File: src/rtl/vga_scan_pkg.sv
package vga_scan_pkg;

  // Write sequencer phases
  typedef enum logic [2:0] {
    WP_IDLE,
    WP_HI,
    WP_LO,
    WP_STROBE,
    WP_HOLD
  } wr_phase_t;

  // Everything that leaves the block through the output register
  typedef struct packed {
    logic       hs_n;
    logic       vs_n;
    logic       vid;
    logic       we_n;
    logic       le;
    logic       b16;
    logic [1:0] top;
    logic [7:0] bus;
    logic [7:0] dout;
    logic       doe;
  } scan_drive_t;

  localparam scan_drive_t DRIVE_RESET = '{
    hs_n: 1'b1, vs_n: 1'b1, vid: 1'b0, we_n: 1'b1, le: 1'b0,
    b16: 1'b0, top: 2'b00, bus: 8'h00, dout: 8'h00, doe: 1'b0
  };

  // Pixel address of one stored row: a page of 256, then a jump via bit 16
  function automatic logic [18:0] line_pixel_addr(input logic [7:0] row,
                                                  input logic [8:0] pix);
    logic [8:0] off;
    off = pix - 9'd257;
    if (pix < 9'd256)       return {2'b00, 1'b0, row, pix[7:0]};
    else if (pix == 9'd256) return {2'b00, 1'b1, row, 8'hFF};
    else                    return {2'b00, 1'b1, row, off[7:0]};
  endfunction

endpackage

File: src/rtl/vga_scan_timing.sv
module vga_scan_timing #(
  parameter int H_TOTAL = 800,
  parameter int V_TOTAL = 525,
  localparam int HW = $clog2(H_TOTAL),
  localparam int VW = $clog2(V_TOTAL)
) (
  input  logic          clk,
  input  logic          rst,
  output logic [HW-1:0] hcnt,
  output logic [VW-1:0] vcnt
);
  localparam logic [HW-1:0] H_LAST = HW'(H_TOTAL - 1);
  localparam logic [VW-1:0] V_LAST = VW'(V_TOTAL - 1);

  always_ff @(posedge clk) begin
    if (rst) begin
      hcnt <= '0;
      vcnt <= '0;
    end else if (hcnt == H_LAST) begin
      hcnt <= '0;
      vcnt <= (vcnt == V_LAST) ? '0 : vcnt + 1'b1;
    end else begin
      hcnt <= hcnt + 1'b1;
    end
  end
endmodule

File: src/rtl/vga_scan_wrq.sv
module vga_scan_wrq
  import vga_scan_pkg::*;
#(
  parameter int H_ACT   = 640,
  parameter int H_TOTAL = 800,
  localparam int HW = $clog2(H_TOTAL)
) (
  input  logic          clk,
  input  logic          rst,
  input  logic [HW-1:0] hcnt,
  input  logic          wr_valid,
  input  logic [18:0]   wr_addr,
  input  logic [7:0]    wr_data,
  output logic          wr_ready,
  output wr_phase_t     phase,
  output logic [18:0]   q_addr,
  output logic [7:0]    q_data
);
  // a sequence started here ends before the row reload window
  localparam logic [HW-1:0] WIN_LO = HW'(H_ACT);
  localparam logic [HW-1:0] WIN_HI = HW'(H_TOTAL - 9);

  logic pend;
  logic in_win;

  assign in_win   = (hcnt >= WIN_LO) && (hcnt <= WIN_HI);
  assign wr_ready = !pend;

  always_ff @(posedge clk) begin
    if (rst) begin
      pend   <= 1'b0;
      phase  <= WP_IDLE;
      q_addr <= '0;
      q_data <= '0;
    end else begin
      if (wr_valid && !pend) begin
        pend   <= 1'b1;
        q_addr <= wr_addr;
        q_data <= wr_data;
      end
      case (phase)
        WP_IDLE:   if (pend && in_win) phase <= WP_HI;
        WP_HI:     phase <= WP_LO;
        WP_LO:     phase <= WP_STROBE;
        WP_STROBE: phase <= WP_HOLD;
        default: begin
          phase <= WP_IDLE;
          pend  <= 1'b0;
        end
      endcase
    end
  end
endmodule

File: src/rtl/vga_scan_mux.sv
module vga_scan_mux
  import vga_scan_pkg::*;
#(
  parameter int H_ACT   = 640,
  parameter int H_FP    = 16,
  parameter int H_SYNC  = 96,
  parameter int H_TOTAL = 800,
  parameter int V_ACT   = 480,
  parameter int V_FP    = 10,
  parameter int V_SYNC  = 2,
  parameter int V_TOTAL = 525,
  localparam int HW = $clog2(H_TOTAL),
  localparam int VW = $clog2(V_TOTAL)
) (
  input  logic [HW-1:0] hcnt,
  input  logic [VW-1:0] vcnt,
  input  wr_phase_t     phase,
  input  logic [18:0]   q_addr,
  input  logic [7:0]    q_data,
  output scan_drive_t   drive
);
  localparam logic [HW-1:0] H_ACT_C = HW'(H_ACT);
  localparam logic [HW-1:0] HS_LO   = HW'(H_ACT + H_FP);
  localparam logic [HW-1:0] HS_HI   = HW'(H_ACT + H_FP + H_SYNC);
  localparam logic [HW-1:0] RL_LO   = HW'(H_TOTAL - 4);
  localparam logic [HW-1:0] RL_CLS  = HW'(H_TOTAL - 2);
  localparam logic [VW-1:0] V_ACT_C = VW'(V_ACT);
  localparam logic [VW-1:0] VS_LO   = VW'(V_ACT + V_FP);
  localparam logic [VW-1:0] VS_HI   = VW'(V_ACT + V_FP + V_SYNC);
  localparam logic [VW-1:0] V_LAST  = VW'(V_TOTAL - 1);

  logic          active;
  logic          reload;
  logic [VW-1:0] vnext;
  logic [18:0]   pa;

  assign active = (hcnt < H_ACT_C) && (vcnt < V_ACT_C);
  assign reload = hcnt >= RL_LO;
  assign vnext  = (vcnt == V_LAST) ? '0 : vcnt + 1'b1;
  assign pa     = line_pixel_addr(8'(vcnt >> 1), 9'(hcnt >> 1));

  always_comb begin
    drive      = DRIVE_RESET;
    drive.hs_n = !((hcnt >= HS_LO) && (hcnt < HS_HI));
    drive.vs_n = !((vcnt >= VS_LO) && (vcnt < VS_HI));
    drive.vid  = active;
    if (active) begin
      drive.bus = pa[7:0];
      drive.b16 = pa[16];
      drive.top = pa[18:17];
    end else if (reload) begin
      // load the row of the coming line into the external latch
      drive.bus = 8'(vnext >> 1);
      drive.le  = hcnt < RL_CLS;
    end else begin
      case (phase)
        WP_HI: begin
          drive.bus = q_addr[15:8];
          drive.le  = 1'b1;
          drive.b16 = q_addr[16];
          drive.top = q_addr[18:17];
        end
        WP_LO, WP_STROBE, WP_HOLD: begin
          drive.bus  = q_addr[7:0];
          drive.b16  = q_addr[16];
          drive.top  = q_addr[18:17];
          drive.dout = q_data;
          drive.doe  = 1'b1;
          drive.we_n = (phase != WP_STROBE);
        end
        default: ;
      endcase
    end
  end
endmodule

File: src/rtl/vga_scanout.sv
module vga_scanout
  import vga_scan_pkg::*;
#(
  parameter int H_ACT  = 640,
  parameter int H_FP   = 16,
  parameter int H_SYNC = 96,
  parameter int H_BP   = 48,
  parameter int V_ACT  = 480,
  parameter int V_FP   = 10,
  parameter int V_SYNC = 2,
  parameter int V_BP   = 33
) (
  input  logic        clk,
  input  logic        rst,
  input  logic        wr_valid,
  output logic        wr_ready,
  input  logic [18:0] wr_addr,
  input  logic [7:0]  wr_data,
  output logic        hsync_n,
  output logic        vsync_n,
  output logic [7:0]  addr_bus,
  output logic        addr_le,
  output logic        addr_b16,
  output logic [1:0]  addr_top,
  output logic        dac_le,
  output logic        sram_oe_n,
  output logic        sram_we_n,
  output logic [7:0]  data_out,
  output logic        data_oe
);
  localparam int H_TOTAL = H_ACT + H_FP + H_SYNC + H_BP;
  localparam int V_TOTAL = V_ACT + V_FP + V_SYNC + V_BP;
  localparam int HW = $clog2(H_TOTAL);
  localparam int VW = $clog2(V_TOTAL);

  logic [HW-1:0] hcnt;
  logic [VW-1:0] vcnt;
  wr_phase_t     phase;
  logic [18:0]   q_addr;
  logic [7:0]    q_data;
  scan_drive_t   drive_d;
  scan_drive_t   drive_q;
  logic          pix_second_q;  // output shows the second clock of a pixel

  vga_scan_timing #(.H_TOTAL(H_TOTAL), .V_TOTAL(V_TOTAL)) u_timing (
    .clk(clk), .rst(rst), .hcnt(hcnt), .vcnt(vcnt)
  );

  vga_scan_wrq #(.H_ACT(H_ACT), .H_TOTAL(H_TOTAL)) u_wrq (
    .clk(clk), .rst(rst), .hcnt(hcnt),
    .wr_valid(wr_valid), .wr_addr(wr_addr), .wr_data(wr_data),
    .wr_ready(wr_ready), .phase(phase), .q_addr(q_addr), .q_data(q_data)
  );

  vga_scan_mux #(
    .H_ACT(H_ACT), .H_FP(H_FP), .H_SYNC(H_SYNC), .H_TOTAL(H_TOTAL),
    .V_ACT(V_ACT), .V_FP(V_FP), .V_SYNC(V_SYNC), .V_TOTAL(V_TOTAL)
  ) u_mux (
    .hcnt(hcnt), .vcnt(vcnt), .phase(phase),
    .q_addr(q_addr), .q_data(q_data), .drive(drive_d)
  );

  always_ff @(posedge clk) begin
    if (rst) begin
      drive_q      <= DRIVE_RESET;
      pix_second_q <= 1'b0;
    end else begin
      drive_q      <= drive_d;
      pix_second_q <= hcnt[0];
    end
  end

  assign hsync_n   = drive_q.hs_n;
  assign vsync_n   = drive_q.vs_n;
  assign addr_bus  = drive_q.bus;
  assign addr_le   = drive_q.le;
  assign addr_b16  = drive_q.b16;
  assign addr_top  = drive_q.top;
  assign dac_le    = drive_q.vid;
  assign sram_oe_n = !drive_q.vid;
  assign sram_we_n = drive_q.we_n;
  assign data_out  = drive_q.dout;
  assign data_oe   = drive_q.doe;
endmodule

File: config.mk
export PLATFORM = sky130hd
export DESIGN_NAME = vga_scanout
export DESIGN_NICKNAME = d
export VERILOG_FILES = /design/src/rtl/vga_scan_pkg.sv /design/src/rtl/vga_scan_timing.sv /design/src/rtl/vga_scan_wrq.sv /design/src/rtl/vga_scan_mux.sv /design/src/rtl/vga_scanout.sv
export SDC_FILE = /design/constraint.sdc
export NUM_CORES = 1
export LEC_CHECK = 0
export BUFFER_PORTS_ARGS = -buffer_cell sky130_fd_sc_hd__buf_2
export CORE_MARGIN = 2
export CORE_UTILIZATION = 56
export DETAILED_ROUTE_END_ITERATION = 6
export GPL_TIMING_DRIVEN = 0
export PLACE_DENSITY = 0.76
export SYNTH_ARGS = -nofsm -noshare
export SYNTH_HDL_FRONTEND = slang
export SYNTH_SLANG_ARGS = --single-unit
File: constraint.sdc
create_clock -name clk -period 2.07 [get_ports clk]
set_clock_uncertainty 0.05 [all_clocks]
set_input_delay 0.621 -clock clk [delete_from_list [all_inputs] [get_ports clk]]
set_output_delay 0.621 -clock clk [all_outputs]
set_load 0.05 [all_outputs]
==> results.md, run 1 <==
- Final core occ: 0.6796
- Worst-path clk slew: about 0.090 ns
- Largest net degree at the start of global routing: 16
- Worst rel slew slack: 0.6485
- Wire per inst: 14.37 µm
- Post-synth ARST share: 0
- Pre-antenna DRT Iters: 4
- GRT Resource Usage Total: 0.2423
- Worst-Margin Slew: 0.5250 ns
- FF+latch count, synth: 76
- Final setup TNS: 0 ns
- CTS tree: yes
- Core Rows: 28
- Detailed-route via count: between 3000 and 4000
- Initial antenna violation count: 0
- Leak: roughly 1.5 nW
- Slowest stage delay, CP: roughly 0.53 ns
- Area Growth Syn to Fin: 16.20%
- # diodes: 0
- Chip width: about 83 µm
- Port buffer count: 56
- Synth Warn #: 0
- Syn_nets: approximately 450
- H-tree lvl count: 3
- Synth Flop Type: dfxtp_1
- Die Y: 82.87 µm
- Hold WC Path Type: reg2reg
- Root buffer cell: clkbuf_8
- Area of the core: 5956 µm²
- Commonest non-fill, non-tap cell in the layout: dfxtp_1
- Count of final hold-check violations: 0
- Power per Cell Area: slightly below 700 nW/µm²
- RSZ-0062 raised after global routing: false
- Number of flops mapped to enable cells by yosys: 0
- Die Area: 6867 µm²
- Final Power: 0.002767 W
- Clock power share: 0.383
- Final Max Slew Viols: 0
- Post-Syn Area: between 3000 and 4000 µm²
- Max-cap violations: 0
- Cell count after synthesis: 409
- Antenna-violating nets left: 0
- Max FO, Critical Path: 10
- Vias/cell: about 5.6
- Initial Util: 0.5849
- Detailed-route wire length: 7987 µm
- Synth unique cells: 62
- Layout Nets: just over 500
- Worst-Skew Late Latency: between 0.3 and 0.4 ns
- Outcome: finished, final reports clean
- Hpwl dp: between 5000 and 6000 µm
- Post-route design area: a little over 4000 µm²
- First-pass GRT wire length: around 14000 µm
- WP data required: 2.27 ns
- GP Congestion: between 0.9 and 1
- Max Buffers Root-to-Sink: 2
- Final Cycle Share: 0.9292
- Clock sinks: between 70 and 80
- Worst setup SP type: register
- Number of global-route vias before repair: between 2000 and 3000
- Flop pwr share: 0.553
- Critical Path AT: ~2.1 ns
- Crit-path cells: clkbuf_2 -> inv_1 -> ha_1 -> nand4bb_1 -> xor2_1 -> a21oi_1 -> a211o_1
- Combinational share of power: 0.064
- IO Pins: 57
- Crit Path Category: reg2reg
- Peak supply drop: 475.0 µV
- Synthesized area per cell: between 8 and 9 µm²
- Endpoint type of the worst setup path: register
- Pint: 0.002019 W
- Overflow after GRT: 0
- Seq/Total Area, Yosys: 0.4368
- Max Fclk: ~520 MHz
- Drc violations: 0
- Hold_buf cts: 0
- Switching part of the total: 0.2702
- Placed cell area: roughly 3900 µm²
- Number of CTS-inserted buffers: 9
- Min Tclk post-route: about 1.9 ns
- Commonest non-fill, non-tap cells in the layout: dfxtp_1, nand2_1, buf_2, a21oi_1, nor2_1
- Slowest CP cell: dfxtp_1
- P_sw: around 0.00075 W
- # setup viols final: 0
- Share of layout cells above drive strength 1: 0.2121
- DRT iter0 DRCs: about 220
==> path summary, 6_finish.rpt <==
path / startpoint / end / slack [ns] / depth (start not counted)
worst max-delay path: u_timing.hcnt[2] / addr_bus[4] / 0.15 / 7
worst min-delay path: u_wrq.q_addr[17] / addr_top[0] / 0.38 / 2
worst min register to register: u_wrq.q_addr[17] / addr_top[0] / 0.38 / 2
worst max register to register: u_timing.hcnt[2] / addr_bus[4] / 0.15 / 7
==> state kept, by name, summed over array words and instances (netlist names) <==
name / cells
addr_le: 1
data_out: 8
sram_we_n: 1
u_wrq.q_addr: 19
u_wrq.q_data: 8
addr_bus: 8
vsync_n: 1
u_wrq.phase: 3
u_wrq.pend: 1
addr_top: 2
hsync_n: 1
addr_b16: 1
u_timing.vcnt: 10
dac_le: 1
u_timing.hcnt: 10
data_oe: 1
==> cell type report <==
| type | instances | area (µm²) |
|---|---|---|
| repair buffers | 56 | 280.3 |
| flip-flops and latches | 76 | 1521 |
| clock inverters | 7 | 58.81 |
| well taps | 75 | 93.84 |
| multi-input cells | 286 | 1755 |
| clock buffers | 9 | 123.9 |
| inverters | 20 | 75.07 |
| plain buffers | 27 | 138.9 |
| fillers | 533 | 1908 |
==> power groups by stage <==
stage | clock network [W] | registers [W] | logic, W
6_report | 0.00106 | 0.00153 | 0.000176
5_1_grt | 0.00115 | 0.00154 | 0.000200
4_1_cts | 0.00109 | 0.00153 | 0.000177
3_5_place_dp | 0 | 0.00156 | 0.000176
3_3_place_gp | 0 | 0.00156 | 0.000171
2_1_floorplan | 0 | 0.00157 | 0.000104
==> stage by stage <==
| stage | cells | hold slack, ns | setup slack, ns |
|---|---|---|---|
| 4_1_cts | 556 | 0.3861 | 0.05547 |
| 5_1_grt | 556 | 0.4204 | 0.0001794 |
| 3_3_place_gp | 540 | 0.3653 | 0.1117 |
| 2_1_floorplan | 409 | 0.3586 | 0.3461 |
| 6_report | 556 | 0.3813 | 0.1466 |
| 3_5_place_dp | 540 | 0.3725 | 0.06750 |
==> metal layers <==
metal	GRT usage	part of all wire
met1	0.3319	0.47
met2	0.3827	0.47
met3	0.04374	0.052
met4	0.08942	0.013
met5	0	0
==> critical path: cells and delay by family, from the launching register on <==
family	cells	cell delay [ns]
adders and majority gates	1	0.20
buffers and inverters	2	0.37
AOI/OAI and AO/OA	2	0.37
and+or+nand+nor	1	0.14
xor gates and xnor gates	1	0.18
DFF	1	0.53
==> synthesized netlist by cell type, types with 2 or more instances <==
cell type	instances	area, µm²
ha_1	6	75.07
nor3_1	5	25.02
a32o_1	2	20.02
a21oi_2	3	26.28
nand3_1	14	70.07
o21ai_0	9	45.04
buf_2	8	40.04
clkbuf_1	15	56.30
nand4_1	11	68.82
a21oi_1	39	195.2
nor4_1	4	25.02
o32ai_1	4	35.03
o221ai_1	2	17.52
nand2_1	69	259.0
o31a_1	2	17.52
and3_1	3	18.77
o211ai_1	5	37.54
nor2_1	21	78.83
nor2b_1	2	12.51
xnor2_1	10	87.58
a22o_1	5	43.79
inv_1	20	75.07
xor2_1	8	70.07
nor3_4	2	32.53
or4_1	2	15.01
a22oi_1	6	45.04
nand3b_1	2	15.01
o31ai_1	2	15.01
and2_1	9	56.30
buf_6	3	33.78
dfxtp_1	76	1521
or3_2	2	15.01
or3_1	9	56.30
==> timing repair <==
action	CTS	global route
endpoints found under the setup margin	0	5
buffers inserted	0	0
gates resized for setup	0	3
==> cell families after synthesis <==
kind of cell / share of synthesized area
buffers and inverters: 0.06106
adders and majority gates: 0.02155
and+or+nand+nor: 0.2626
DFF: 0.4368
AOI/OAI and AO/OA: 0.1728
xor gates and xnor gates: 0.04526
No activity file was read; power rests on OpenSTA's default activity.
==> run 2, diff against run 1 <==
--- a/config.mk
+++ b/config.mk
@@ -5,6 +5,7 @@
 export SDC_FILE = /design/constraint.sdc
 export NUM_CORES = 1
 export LEC_CHECK = 0
+export ABC_AREA = 1
 export BUFFER_PORTS_ARGS = -buffer_cell sky130_fd_sc_hd__buf_2
 export CORE_MARGIN = 2
 export CORE_UTILIZATION = 56
==> run 2 against run 1 <==
  * Synthesized cell count increased by 16%
  * Non-clock buffer count decreased by 12
  * Clock power increased by 18%
  * Design area decreased by 1.3%
  * Sequential cell count unchanged
  * Routed wire length decreased by 1.8%
  * First-iteration DRC count decreased by 23%
  * Critical path type unchanged
  * Largest cell class unchanged
  * Highest routed layer unchanged
==> results.md, run 2 <==
- M3 GR Usage: 0.06923
- WP data required: ~2.3 ns
- Post-synthesis mux area share: 0
- Critical path depth: 10
- Post-synth ARST share: 0
- Root buffer cell: clkbuf_8
- Worst setup SP type: register
- Syn_nets: between 500 and 600
- Worst-Margin Slew: between 0.4 and 0.5 ns
- # diodes: 0
- Power per Cell Area: between 700 and 800 nW/µm²
- Simple logic cell fraction of the synthesized area: 0.3315
- Vias/cell: a little over 5
- Cell count after synthesis: between 400 and 500
- Top-count cell post-synth: nand2_1
- Detailed-route via count: ~3100
- GRT Max-Usage Layer: met2
- Peak supply drop: around 540 µV
- GP Congestion: 0.9120
- FF+latch count, synth: 76
- Max Fclk: roughly 550 MHz
- Worst-path clk slew: approximately 0.080 ns
- Top cell type's share of synthesized area: 0.4464
- Hold WC Path Type: reg2reg
- Seq/Total Area, Yosys: 0.4464
- Initial Util: 0.5791
- R2R depth: 10
- Post-synthesis adder-cell area fraction: 0.02203
- Endpoint type of the worst setup path: register
- DRT iter0 DRCs: between 150 and 200
- R2R setup slack: between 0.2 and 0.3 ns
- Largest net degree at the start of global routing: 14
- Area of the core: about 5900 µm²
- Min Tclk post-route: 1.808 ns
- CTS tree: yes
- Final Cycle Share: 0.8734
- IO Pins: 57
- Most frequent cells after synthesis: nand2_1, dfxtp_1, nor2_1, inv_1, nand3_1
- CP top delay family: simple AND/OR/NAND/NOR gates
- Worst r2r src: u_timing.vcnt[0]
- Slowest CP cell: dfxtp_1
- Largest family of logic cells by synthesized area: simple AND/OR/NAND/NOR gates
- Commonest non-fill, non-tap cell in the layout: nand2_1
- Layout Nets: 576
- Worst setup path end: addr_bus[2]
- Clock sinks: 76
- RSZ-0062 raised after global routing: false
- Wire per inst: between 10 and 15 µm
- Final setup TNS: 0 ns
- Chip width: roughly 82 µm
- Worst-Skew Late Latency: 0.36 ns
- Post-CTS setup buffer count: 0
- Outcome: finished, final reports clean
- Crit Path Category: reg2reg
- Synth area leader: dfxtp_1
- Place WS: roughly 0.12 ns
- Largest register FFs: 19
- Antenna-violating nets left: 0
- Number of flops mapped to enable cells by yosys: 0
- Number of CTS-inserted buffers: 9
- Layout Cells excl Fill: between 600 and 700
- Post-Syn Area: 3408 µm²
- H-tree lvl count: 3
- Synth unique cells: 28
- R2R Path End: addr_bus[2]
- Worst Path Buf+Inv: 2
- Critical Path AT: 2.06 ns
- Critical Path Source: u_timing.vcnt[0]
- Post_cts resized: 0
- # setup viols final: 0
- Die Area: about 6700 µm²
- Core Rows: 28
- Commonest non-fill, non-tap cells in the layout: nand2_1, dfxtp_1, nor2_1, buf_2, inv_1
- Area Growth Syn to Fin: 17.25%
- Pre-antenna DRT Iters: 4
- Worst rel slew slack: 0.6848
- Setup WS post-layout: 0.2622 ns
- GR Layer Usage met2: 0.3659
- Synthesized area per cell: around 7.2 µm²
- Port buffer count: 56
- GRT Resource Usage Total: 0.2513
- Drc violations: 0
- Die Y: 82.02 µm
- Hpwl dp: roughly 5800 µm
- Placed cells: 604
- Top reg by flops: u_wrq.q_addr
- Synth Warn #: 0
- Overflow after GRT: 0
- Detailed-route wire length: a little under 8000 µm
- Count of final hold-check violations: 0
- Xor-xnor portion of the synthesized cell area: 0.01285
- Number of global-route vias before repair: 2773
- Hold_buf cts: 0
- First-pass GRT wire length: around 13000 µm
- Max-cap violations: 0
- Final Max Slew Viols: 0
- Top cells by area, synth: dfxtp_1, nand2_1, nor2_1
- Met1 Use GR: 0.3532
- Slowest stage delay, CP: approximately 0.34 ns
- Crit-path cells: clkbuf_1 -> inv_1 -> ha_1 -> nand2_1 -> nor2_1 -> nand3_1 -> nand3_1 -> nand2_1 -> nand2_1 -> nand3_1
- Initial antenna violation count: 0
- Max Buffers Root-to-Sink: 2
- Max FO, Critical Path: 9
- Top Registers: u_wrq.q_addr: 19 flops, u_timing.hcnt: 10 flops, u_timing.vcnt: 10 flops
- Synth Flop Type: dfxtp_1
- Synth Area in Compound Gates: 0.1057
- Leak: between 1.5 and 2 nW
- Share of layout cells above drive strength 1: 0.2059
## run 2: cell count changes after synthesis, moves of 9 or more
| cell | change |
|---|---|
| nor2_2 | +10 |
| o21ai_0 | +22 |
| or3_1 | -9 |
| nor2_1 | +41 |
| nand3_1 | +20 |
| inv_1 | +27 |
| nand2_1 | +37 |
| and2_1 | -9 |
| xnor2_1 | -10 |
| a21oi_1 | -16 |
## run 2: per-layer routing
metal | wire [µm] | vias up | share of wire
li1 | - | 1646 | -
met1 | 3750 | 1406 | 0.48
met2 | 3542 | 78 | 0.45
met3 | 418 | 13 | 0.053
met4 | 131 | 0 | 0.017
met5 | 0 | - | 0
## run 2: cells by family after synthesis
logic type                 after synthesis
AOI/OAI and AO/OA                       69
xor gates and xnor gates                 5
adders and majority gates                6
buffers and inverters                   70
DFF                                     76
and+or+nand+nor                        247
## run 2: where the power goes
part           total [W]  internal [W]  leakage (nW)  switching (W)
combinational   0.000196     0.0000656          1.16       0.000130
sequential       0.00153       0.00151         0.620      0.0000215
clock            0.00125      0.000674         0.105       0.000573
total            0.00298       0.00225          1.89       0.000725
## run 2: cell type report
cell class | count | area [µm²]
Buffer | 15 | 70.07
Clock buffer | 9 | 123.9
Clock inverter | 6 | 90.09
Fill cell | 538 | 1889
Inverter | 55 | 207.7
Multi-Input combinational cell | 327 | 1609
Sequential cell | 76 | 1521
Tap cell | 75 | 93.84
Timing Repair Buffer | 56 | 280.3
## run 2: worst min-delay path, stage by stage (launching register included)
cell and delay, ns:
dfxtp_1 0.30, inv_1 0.07, nor2_2 0.04
## run 2: worst min-delay path by stage
stage                      from           to  slack [ns]  cells past startpoint
6_report        u_wrq.q_data[4]  data_out[4]        0.39                      2
5_1_grt         u_wrq.q_data[1]  data_out[1]        0.41                      2
4_1_cts         u_wrq.q_data[4]  data_out[4]        0.39                      2
3_5_place_dp    u_wrq.q_data[1]  data_out[1]        0.38                      2
3_3_place_gp   u_wrq.q_addr[17]  addr_top[0]        0.38                      2
2_1_floorplan  u_wrq.q_addr[17]  addr_top[0]        0.37                      2
## run 2: stage by stage
step                cell area, µm²  hold slack, ns  power (W)  utilization
floorplan                     3408          0.3723   0.001691            -
global placement              3782          0.3815   0.001756       0.6426
detailed placement            3782          0.3849   0.001762       0.6426
CTS                           3996          0.3919   0.002988       0.6790
global route                  3996          0.4122   0.003078       0.6790
finish                        3996          0.3901   0.002975       0.6790
